## src/rtl/dds_dec_pkg.sv

```systemverilog
package dds_dec_pkg;

   localparam int CTL_WIDE_BIT = 13;
   localparam int CTL_HIGH_BIT = 12;
   localparam int CTL_HOLD_BIT = 8;

   typedef enum logic [2:0] {
      DST_CTRL,
      DST_TUNE0,
      DST_TUNE1,
      DST_PHASE0,
      DST_PHASE1
   } dest_e;

   function automatic dest_e dest_of(input logic [2:0] lead);
      case (lead[2:1])
         2'b00:   return DST_CTRL;
         2'b01:   return DST_TUNE0;
         2'b10:   return DST_TUNE1;
         default: return lead[0] ? DST_PHASE1 : DST_PHASE0;
      endcase
   endfunction

endpackage

```

## src/rtl/dds_dec_sync.sv

```systemverilog
module dds_dec_sync #(
   parameter int STAGES = 2,
   parameter int W = 1,
   parameter logic [W-1:0] RST_VAL = '0
) (
   input  logic         clk,
   input  logic         rst_n,
   input  logic [W-1:0] d,
   output logic [W-1:0] q
);
   logic [W-1:0] chain [STAGES];

   always_ff @(posedge clk or negedge rst_n) begin
      if (!rst_n) chain[0] <= RST_VAL;
      else        chain[0] <= d;
   end

   for (genvar s = 1; s < STAGES; s++) begin : g_stage
      always_ff @(posedge clk or negedge rst_n) begin
         if (!rst_n) chain[s] <= RST_VAL;
         else        chain[s] <= chain[s-1];
      end
   end

   assign q = chain[STAGES-1];
endmodule

```

## src/rtl/dds_dec_frame.sv

```systemverilog
module dds_dec_frame #(
   parameter int WORD_W = 16,
   parameter bit SAMPLE_ON_FALL = 1'b1
) (
   input  logic              clk,
   input  logic              rst_n,
   input  logic              sclk_s,
   input  logic              sel_n_s,
   input  logic              din_s,
   output logic [WORD_W-1:0] word_o,
   output logic              valid_o
);
   localparam int CNT_W = $clog2(WORD_W + 2);
   localparam logic [CNT_W-1:0] CNT_FULL = CNT_W'(WORD_W);
   localparam logic [CNT_W-1:0] CNT_SAT  = CNT_W'(WORD_W + 1);

   logic              sclk_d, sel_d;
   logic              bit_edge, sel_fall, sel_rise;
   logic [CNT_W-1:0]  cnt_q;
   logic [WORD_W-1:0] shift_q;

   if (SAMPLE_ON_FALL) begin : g_fall
      assign bit_edge = sclk_d & ~sclk_s;
   end else begin : g_rise
      assign bit_edge = ~sclk_d & sclk_s;
   end

   assign sel_fall = sel_d & ~sel_n_s;
   assign sel_rise = ~sel_d & sel_n_s;

   always_ff @(posedge clk or negedge rst_n) begin
      if (!rst_n) begin
         sclk_d  <= 1'b1;
         sel_d   <= 1'b1;
         cnt_q   <= '0;
         shift_q <= '0;
         valid_o <= 1'b0;
      end else begin
         sclk_d  <= sclk_s;
         sel_d   <= sel_n_s;
         valid_o <= sel_rise && (cnt_q == CNT_FULL);
         if (sel_fall) begin
            cnt_q <= '0;
         end else if (!sel_n_s && bit_edge) begin
            shift_q <= {shift_q[WORD_W-2:0], din_s};
            if (cnt_q != CNT_SAT) cnt_q <= cnt_q + CNT_W'(1);
         end
      end
   end

   assign word_o = shift_q;
endmodule

```

## src/rtl/dds_dec_regs.sv

```systemverilog
module dds_dec_regs
   import dds_dec_pkg::*;
#(
   parameter int WORD_W = 16,
   parameter int TUNE_W = 28,
   parameter int PHASE_W = 12
) (
   input  logic               clk,
   input  logic               rst_n,
   input  logic [WORD_W-1:0]  word_i,
   input  logic               valid_i,
   output logic [WORD_W-3:0]  ctrl_o,
   output logic [TUNE_W-1:0]  tune0_o,
   output logic [TUNE_W-1:0]  tune1_o,
   output logic [PHASE_W-1:0] phase0_o,
   output logic [PHASE_W-1:0] phase1_o
);
   localparam int CTRL_W = WORD_W - 2;
   localparam int HALF_W = TUNE_W / 2;
   localparam logic [CTRL_W-1:0] CTRL_RST = CTRL_W'(1) << CTL_HOLD_BIT;

   dest_e             dest;
   logic [HALF_W-1:0] half_data;
   logic              wide_mode, high_sel;
   logic              pend_q, pend_idx_q;
   logic [HALF_W-1:0] stage_q;
   logic [CTRL_W-1:0] ctrl_q;
   logic [TUNE_W-1:0] tune_q [2];
   logic [1:0]        tune_hit;

   assign dest      = dest_of(word_i[WORD_W-1 -: 3]);
   assign half_data = word_i[HALF_W-1:0];
   assign wide_mode = ctrl_q[CTL_WIDE_BIT];
   assign high_sel  = ctrl_q[CTL_HIGH_BIT];
   assign tune_hit[0] = valid_i && (dest == DST_TUNE0);
   assign tune_hit[1] = valid_i && (dest == DST_TUNE1);

   always_ff @(posedge clk or negedge rst_n) begin
      if (!rst_n) begin
         ctrl_q     <= CTRL_RST;
         pend_q     <= 1'b0;
         pend_idx_q <= 1'b0;
         stage_q    <= '0;
         phase0_o   <= '0;
         phase1_o   <= '0;
      end else if (valid_i) begin
         case (dest)
            DST_CTRL: begin
               ctrl_q <= word_i[CTRL_W-1:0];
               pend_q <= 1'b0;
            end
            DST_PHASE0: phase0_o <= word_i[PHASE_W-1:0];
            DST_PHASE1: phase1_o <= word_i[PHASE_W-1:0];
            default: begin
               if (wide_mode) begin
                  if (pend_q && (pend_idx_q == (dest == DST_TUNE1))) begin
                     pend_q <= 1'b0;
                  end else begin
                     pend_q     <= 1'b1;
                     pend_idx_q <= (dest == DST_TUNE1);
                     stage_q    <= half_data;
                  end
               end
            end
         endcase
      end
   end

   for (genvar g = 0; g < 2; g++) begin : g_tune
      logic completes;
      assign completes = pend_q && (pend_idx_q == 1'(g));
      always_ff @(posedge clk or negedge rst_n) begin
         if (!rst_n) begin
            tune_q[g] <= '0;
         end else if (tune_hit[g]) begin
            if (wide_mode) begin
               if (completes) tune_q[g] <= {half_data, stage_q};
            end else if (high_sel) begin
               tune_q[g][TUNE_W-1:HALF_W] <= half_data;
            end else begin
               tune_q[g][HALF_W-1:0] <= half_data;
            end
         end
      end
   end

   assign ctrl_o  = ctrl_q;
   assign tune0_o = tune_q[0];
   assign tune1_o = tune_q[1];
endmodule

```

## src/rtl/dds_cmd_decoder.sv

```systemverilog
module dds_cmd_decoder #(
   parameter int WORD_W = 16,
   parameter int TUNE_W = 28,
   parameter int PHASE_W = 12,
   parameter int SYNC_STAGES = 2,
   parameter bit SAMPLE_ON_FALL = 1'b1
) (
   input  logic               clk,
   input  logic               rst_n,
   input  logic               ser_clk,
   input  logic               ser_sel_n,
   input  logic               ser_din,
   output logic [WORD_W-3:0]  ctrl_o,
   output logic [TUNE_W-1:0]  tune0_o,
   output logic [TUNE_W-1:0]  tune1_o,
   output logic [PHASE_W-1:0] phase0_o,
   output logic [PHASE_W-1:0] phase1_o
);
   if (TUNE_W != 2 * (WORD_W - 2)) begin : g_bad_tune
      $error("TUNE_W must be twice the payload of one word");
   end
   if (PHASE_W > WORD_W - 3) begin : g_bad_phase
      $error("PHASE_W exceeds the phase payload");
   end
   if (SYNC_STAGES < 2) begin : g_bad_sync
      $error("SYNC_STAGES must be at least 2");
   end

   logic [2:0]        ser_s;
   logic [WORD_W-1:0] frm_word;
   logic              frm_valid;

   dds_dec_sync #(.STAGES(SYNC_STAGES), .W(3), .RST_VAL(3'b110)) u_sync (
      .clk   (clk),
      .rst_n (rst_n),
      .d     ({ser_clk, ser_sel_n, ser_din}),
      .q     (ser_s)
   );

   dds_dec_frame #(.WORD_W(WORD_W), .SAMPLE_ON_FALL(SAMPLE_ON_FALL)) u_frame (
      .clk     (clk),
      .rst_n   (rst_n),
      .sclk_s  (ser_s[2]),
      .sel_n_s (ser_s[1]),
      .din_s   (ser_s[0]),
      .word_o  (frm_word),
      .valid_o (frm_valid)
   );

   dds_dec_regs #(.WORD_W(WORD_W), .TUNE_W(TUNE_W), .PHASE_W(PHASE_W)) u_regs (
      .clk      (clk),
      .rst_n    (rst_n),
      .word_i   (frm_word),
      .valid_i  (frm_valid),
      .ctrl_o   (ctrl_o),
      .tune0_o  (tune0_o),
      .tune1_o  (tune1_o),
      .phase0_o (phase0_o),
      .phase1_o (phase1_o)
   );
endmodule

```

## config.mk

```make
export PLATFORM = sky130hd
export DESIGN_NAME = dds_cmd_decoder
export DESIGN_NICKNAME = d
export VERILOG_FILES = /design/src/rtl/dds_dec_pkg.sv /design/src/rtl/dds_dec_sync.sv /design/src/rtl/dds_dec_frame.sv /design/src/rtl/dds_dec_regs.sv /design/src/rtl/dds_cmd_decoder.sv
export SDC_FILE = /design/constraint.sdc
export NUM_CORES = 1
export LEC_CHECK = 0
export BUFFER_PORTS_ARGS = -buffer_cell sky130_fd_sc_hd__buf_2
export CAP_MARGIN = 0
export CELL_PAD_IN_SITES_DETAIL_PLACEMENT = 0
export CELL_PAD_IN_SITES_GLOBAL_PLACEMENT = 1
export CORE_ASPECT_RATIO = 0.5
export CORE_MARGIN = 2
export CORE_UTILIZATION = 42
export CTS_BUF_LIST = sky130_fd_sc_hd__clkbuf_4 sky130_fd_sc_hd__clkbuf_8
export DETAILED_ROUTE_END_ITERATION = 7
export PLACE_DENSITY = 0.76
export SKIP_LAST_GASP = 1
export SYNTH_ARGS = -nofsm -noshare
export SYNTH_HDL_FRONTEND = slang
export SYNTH_SLANG_ARGS = --single-unit
```

## constraint.sdc

```tcl
create_clock -name clk -period 1.8 [get_ports clk]
set_input_delay 0.09 -clock clk [delete_from_list [all_inputs] [get_ports clk]]
set_output_delay 0.09 -clock clk [all_outputs]
set_load 0.005 [all_outputs]
```

-- After elaboration in Yosys (flattened, before gate mapping)
Cells that the tools add are included.
- register bits: 140
- memories: 0
- bits in latches: 0
- output and inout port bits: 94
- word-level logic and storage cells: 82
- memory bits (read-only): 0
- input port bits: 5
- bits in writable memories: 0
- $lt $le $gt $ge: 0
- shift-type cells: 0
- eq/ne operators: 12
- reductions and logical operators: 27
- add/sub/neg operators: 1
- div/mod/pow operators: 0
- bitwise operators: 11
- mux-type cells: 14
- $mul: 0
- operators by type and width (kind ; number):
    $mux 28 ; 4
    $mux 14 ; 2
    $mux 5 ; 3
    $reduce_and 3->1 ; 5
    $reduce_and 2->1 ; 5
    $pmux 3 s3 ; 1
    $not 1->1 ; 8
    $reduce_bool 2->1 ; 4
    $logic_and 1x1->1 ; 7
    $eq 3x2->1 const B ; 2
    $add 5x1->5 const B ; 1
    $eq 5x5->1 const B ; 1
    $ne 5x5->1 const B ; 1
    $ne 2x2->1 const B ; 2
    $reduce_and 4->1 ; 1
    $and 1x1->1 ; 3
    $eq 3x1->1 const B ; 1
    $eq 3x3->1 const B ; 1
    $logic_not 3->1 ; 1
    $mux 3 ; 1
    $reduce_or 3->1 ; 1
    $eq 2x1->1 const B ; 1
    $eq 2x2->1 const B ; 1
    $logic_not 2->1 ; 1
    6 further kinds ; 7

-- Longest topological paths before layout
- depth in word-level cells: 8
- gate-level depth with buffers: 6
- mapped depth without buffers: 6

-- Hierarchy
Synthesis repeated with hierarchy kept, for this count alone.
- cell total of the unflattened synthesis: 354
- area, all modules: 5743.0 um^2
- modules (own cells, without submodules) (module ; cells each ; times used ; area each (um^2) ; sequential area each (um^2)):
    dds_dec_regs ; 272 ; 1 ; 4536.9 ; 2753.9
    dds_dec_frame ; 73 ; 1 ; 1028.5 ; 603.1
    dds_dec_sync ; 9 ; 1 ; 177.7 ; 155.1

-- Worst setup path before layout
No wires, ideal clock.
- path kind: register -> register
- start: register u_frame.sclk_d
- end: register u_frame.shift_q[10] (netlist: u_frame.word_o[10])
- library setup time: 0.125 ns
- stages on the path, launching flop included: 6
- path slack: 0.063 ns
- arrival time: 1.612 ns
- cell sequence: dfstp_2 -> nor2b_1 -> nor3b_1 -> buf_2 -> buf_2 -> mux2_2
- longest elaborated chain between the ends: 3
- RTL lines (item ; RTL line ; source):
    from (decl) ; dds_dec_frame.sv:17 ; logic sclk_d, sel_d;
    from (signal assigned) ; dds_dec_frame.sv:39 ; sclk_d <= sclk_s;
    $and 1x1->1 ; dds_dec_frame.sv:23 ; assign bit_edge = sclk_d & ~sclk_s;
    $logic_and 1x1->1 ; dds_dec_frame.sv:44 ; end else if (!sel_n_s && bit_edge) begin
    $reduce_and 2->1 (no line) ; - ;
    to (signal assigned) ; dds_dec_frame.sv:45 ; shift_q <= {shift_q[WORD_W-2:0], din_s};
    to (decl) ; dds_dec_frame.sv:20 ; logic [WORD_W-1:0] shift_q;
Every way passes these cells.
A chain may end at the register's enable or synchronous reset.

-- Worst setup path in the final report
- start: register u_frame.shift_q[14] (netlist: u_frame.word_o[14])
- end: register u_regs.tune_q, in the netlist u_regs.tune1_o[14]
- longest elaborated chain between the ends: 5
- RTL lines (item ; RTL line ; source):
    $eq 2x2->1, or another cell as far along ; dds_dec_pkg.sv:16 ; case (lead[2:1])
    $pmux 3 s3 (*) ; dds_dec_pkg.sv:16 ;
    $eq 3x2->1 (*) ; dds_dec_regs.sv:36 ; assign tune_hit[1] = valid_i && (dest == DST_TUNE1);
    $logic_and 1x1->1 (*) ; dds_dec_regs.sv:36 ;
    $reduce_and 3->1 (no line) (*) ; - ;
    to (signal, indexed assignment) ; dds_dec_regs.sv:77 ; if (completes) tune_q[g] <= {half_data, stage_q};
    to (signal, indexed assignment) ; dds_dec_regs.sv:79 ; tune_q[g][TUNE_W-1:HALF_W] <= half_data;
    to (signal, indexed assignment) ; dds_dec_regs.sv:81 ; tune_q[g][HALF_W-1:0] <= half_data;
    to (decl) ; dds_dec_regs.sv:28 ; logic [TUNE_W-1:0] tune_q [2];
Every way passes the cells marked *; elsewhere a longest branch is shown, timed or not.

==> metrics.cfg <==
[placement]
place.port_buffers=98
gp_congestion=0.783
place_inst=769
hpwl_um=9130

[global_routing]
grt_use_total_pct=18.8
grt_pass1_wl_um=21900
first_global_vias=3955
met2_usage_pct=27.8
gr-usage-met3_pct=4.68
antenna_found_initial=0
grt_max_degree=48
grt_use_met1_pct=27.4
gr-total-overflow=0
top_usage_layer=met2

[clock_network]
cts_root_buf=clkbuf_8
cts_made_buffers=17
cts.htree.levels=4
cts_setup_buffers=0
cts.clk_slew.worst_paths_ns=0.09
cts_tree=done
cts.sinks=140
clk_path_buf_depth=2
clk_latency_ns=0.45

[synth]
syn_nets=486
ys_seq_elements=140
netlist_instances=478
ys.flop_type=dfrtp_1
synth-seq-area-share_pct=58.7
post_synth_instance_area_um2=5980
synth_edf_count=0
ys_types=39
ys_async_sr_fraction_pct=100
ys_warn_count=0
avgSynthCellArea_um2=12.5

[sta]
period_needed_ns=1.67
finalHoldViolations=0
worst_pin_slew_ns=0.465
setup_violations=0
slew_violations=0
finClkSkew_ns=0.0136
fmax_mhz=600
rsz0062_at_grt=false
fin_crit_sh_pct=92.6
finalSetupTns_ns=0
max_slew_margin_pct=69.0

[floorplan]
initial_core_util_pct=43.6
die_w_um=173
die_area_um2=15300
row_count=30
core_area_um2=13700
dieHeight_um=88.4
ios=99

[drt]
firstDrtPassIters=5
routedWlPerCell_um=17.3
drtIter0Drc=287
routed-via-count=4099
viasPerCell=5.09
ant_nets=0
drc=0
wl_um=14000

[worst_setup_path]
end_kind=flop
start_kind=flop
crit_required_ns=2.12
setup.worst_path.class=flop to flop
cp.arrival_ns=1.99
crit_path_max_fanout=14

[run]
drv_cap=0

[final_layout]
drive_gt1_share_pct=44.2
synthToLayoutAreaGrowth_pct=21.8
layout.nets=608
final_cell_count_no_fill=805
num_antenna_cells=0

[power_and_ir_drop]
p_leak_uw=0.00378
vdd_ir_drop_max_mv=0.399
power.density_nw_per_um2=835

[status]
status=finished clean

[worst_hold_path]
hp-class=input port to async pin

[metal layers]
metal	vias to the layer above	part of all wire (%)
met3	11	5.0
met2	97	44
met1	2066	50
met5	-	0
li1	1925	-
met4	0	1.0
[logic make-up (layout without fill, tap and decap cells)]
logic type | count (synthesis) | in the layout | synth area share [%]
adder cells (fa/ha/maj) | 3 | 3 | 0.627
buffers and inverters | 28 | 163 | 2.47
AND/OR/NAND/NOR | 138 | 138 | 12.1
AO/OA/AOI/OAI | 72 | 72 | 7.21
multiplexers | 97 | 97 | 18.9
flip-flops | 140 | 140 | 58.7
[final timing paths]
kind / slack, ns / from / to / depth (start not counted)
setup / recovery: 0.13 / u_frame.word_o[14]$_DFFE_PN0P_ / u_regs.tune1_o[14]$_DFFE_PN0P_ / 4
hold reg to reg: 0.34 / u_sync.chain[3]$_DFF_PN0_ / u_sync.q[0]$_DFF_PN0_ / 0
max in group asynchronous: 1.02 / rst_n / u_frame.sel_d$_DFF_PN1_ / 3
setup reg to reg: 0.13 / u_frame.word_o[14]$_DFFE_PN0P_ / u_regs.tune1_o[14]$_DFFE_PN0P_ / 4
min in group clk: 0.29 / ser_sel_n / u_sync.chain[4]$_DFF_PN1_ / 2
hold / removal: 0.15 / rst_n / u_regs.phase0_o[7]$_DFFE_PN0P_ / 2
[through the flow]
step	setup slack [ns]	hold WS (ns)	power [µW]	area, µm²	util [%]
final	0.134	0.149	6090	7290	53.1
after global routing	0.0628	0.179	6340	7290	53.1
after CTS	0.0677	0.133	6150	7290	53.0
after detailed placement	0.0921	0.0615	3580	6850	49.9
after global placement	0.128	0.0566	3570	6850	49.9
after floorplan	0.0630	-0.206	3400	5980	-
[report_power, final]
group | switching [µW] | internal (µW)
Clock | 1250 | 1330
Sequential | 139 | 3200
Combinational | 103 | 75.3
[critical path: stages, from the launching register on]
cell,delay [ns]
dfrtp_1,0.43
and3b_2,0.25
a21boi_4,0.18
o21a_4,0.31
mux2_2,0.37
[state kept, by name (all words and copies together) (netlist names), 3 cells and up]
name,flops
u_regs.tune0_o,28
u_regs.tune1_o,28
u_frame.word_o,16
u_regs.ctrl_o,14
u_regs.stage_q,14
u_regs.phase0_o,12
u_regs.phase1_o,12
u_frame.cnt_q,5
u_sync.chain,3
u_sync.q,3
[cell usage in the layout (no fill, tap or decap), drive strengths merged, types with 2 or more instances in the layout]
master / instances
inv: 2
dlygate4sd3: 4
clkinv: 6
clkbuf: 21
dfrtp: 133
nand4bb: 2
nor3b: 4
nor2b: 16
nand3b: 3
dfstp: 7
o21a: 2
nand3: 5
o22ai: 28
clkinvlp: 3
mux2: 96
nand2b: 30
nand4: 2
a21oi: 34
buf: 125
bufinv: 2
nand2: 11
o21ai: 6
nor2: 56
ha: 3
[cells in the mapped netlist, types with 2 or more instances]
| cell type | instances | area share [%] |
|---|---|---|
| a21oi_1 | 32 | 2.7 |
| a21oi_2 | 2 | 0.29 |
| buf_2 | 7 | 0.59 |
| buf_4 | 4 | 0.50 |
| clkbuf_1 | 13 | 0.82 |
| dfrtp_1 | 133 | 56 |
| dfstp_2 | 7 | 3.1 |
| ha_1 | 3 | 0.63 |
| inv_1 | 2 | 0.13 |
| mux2_2 | 86 | 16 |
| mux2_4 | 10 | 2.5 |
| nand2_1 | 11 | 0.69 |
| nand2b_1 | 30 | 3.1 |
| nand3_1 | 5 | 0.42 |
| nand3b_1 | 3 | 0.38 |
| nand4_1 | 2 | 0.21 |
| nand4bb_1 | 2 | 0.38 |
| nor2_1 | 56 | 3.5 |
| nor2b_1 | 16 | 1.7 |
| nor3b_1 | 3 | 0.38 |
| o21ai_0 | 6 | 0.50 |
| o22ai_1 | 28 | 2.9 |
[final cells by class]
type,count,area [µm²]
inverters,2,7.51
repair buffers,129,802
well taps,192,240
clock buffers,21,277
flip-flops and latches,140,3510
clock inverters,11,120
fillers,1253,6450
multi-input cells,310,2330
[repair_timing]
action                                  CTS  global route
endpoints found under the setup margin    0             4
gates resized for setup                   0             1
hold endpoints to repair                119             0
hold buffers                              4             0
Power figures use the tool's default switching activity.
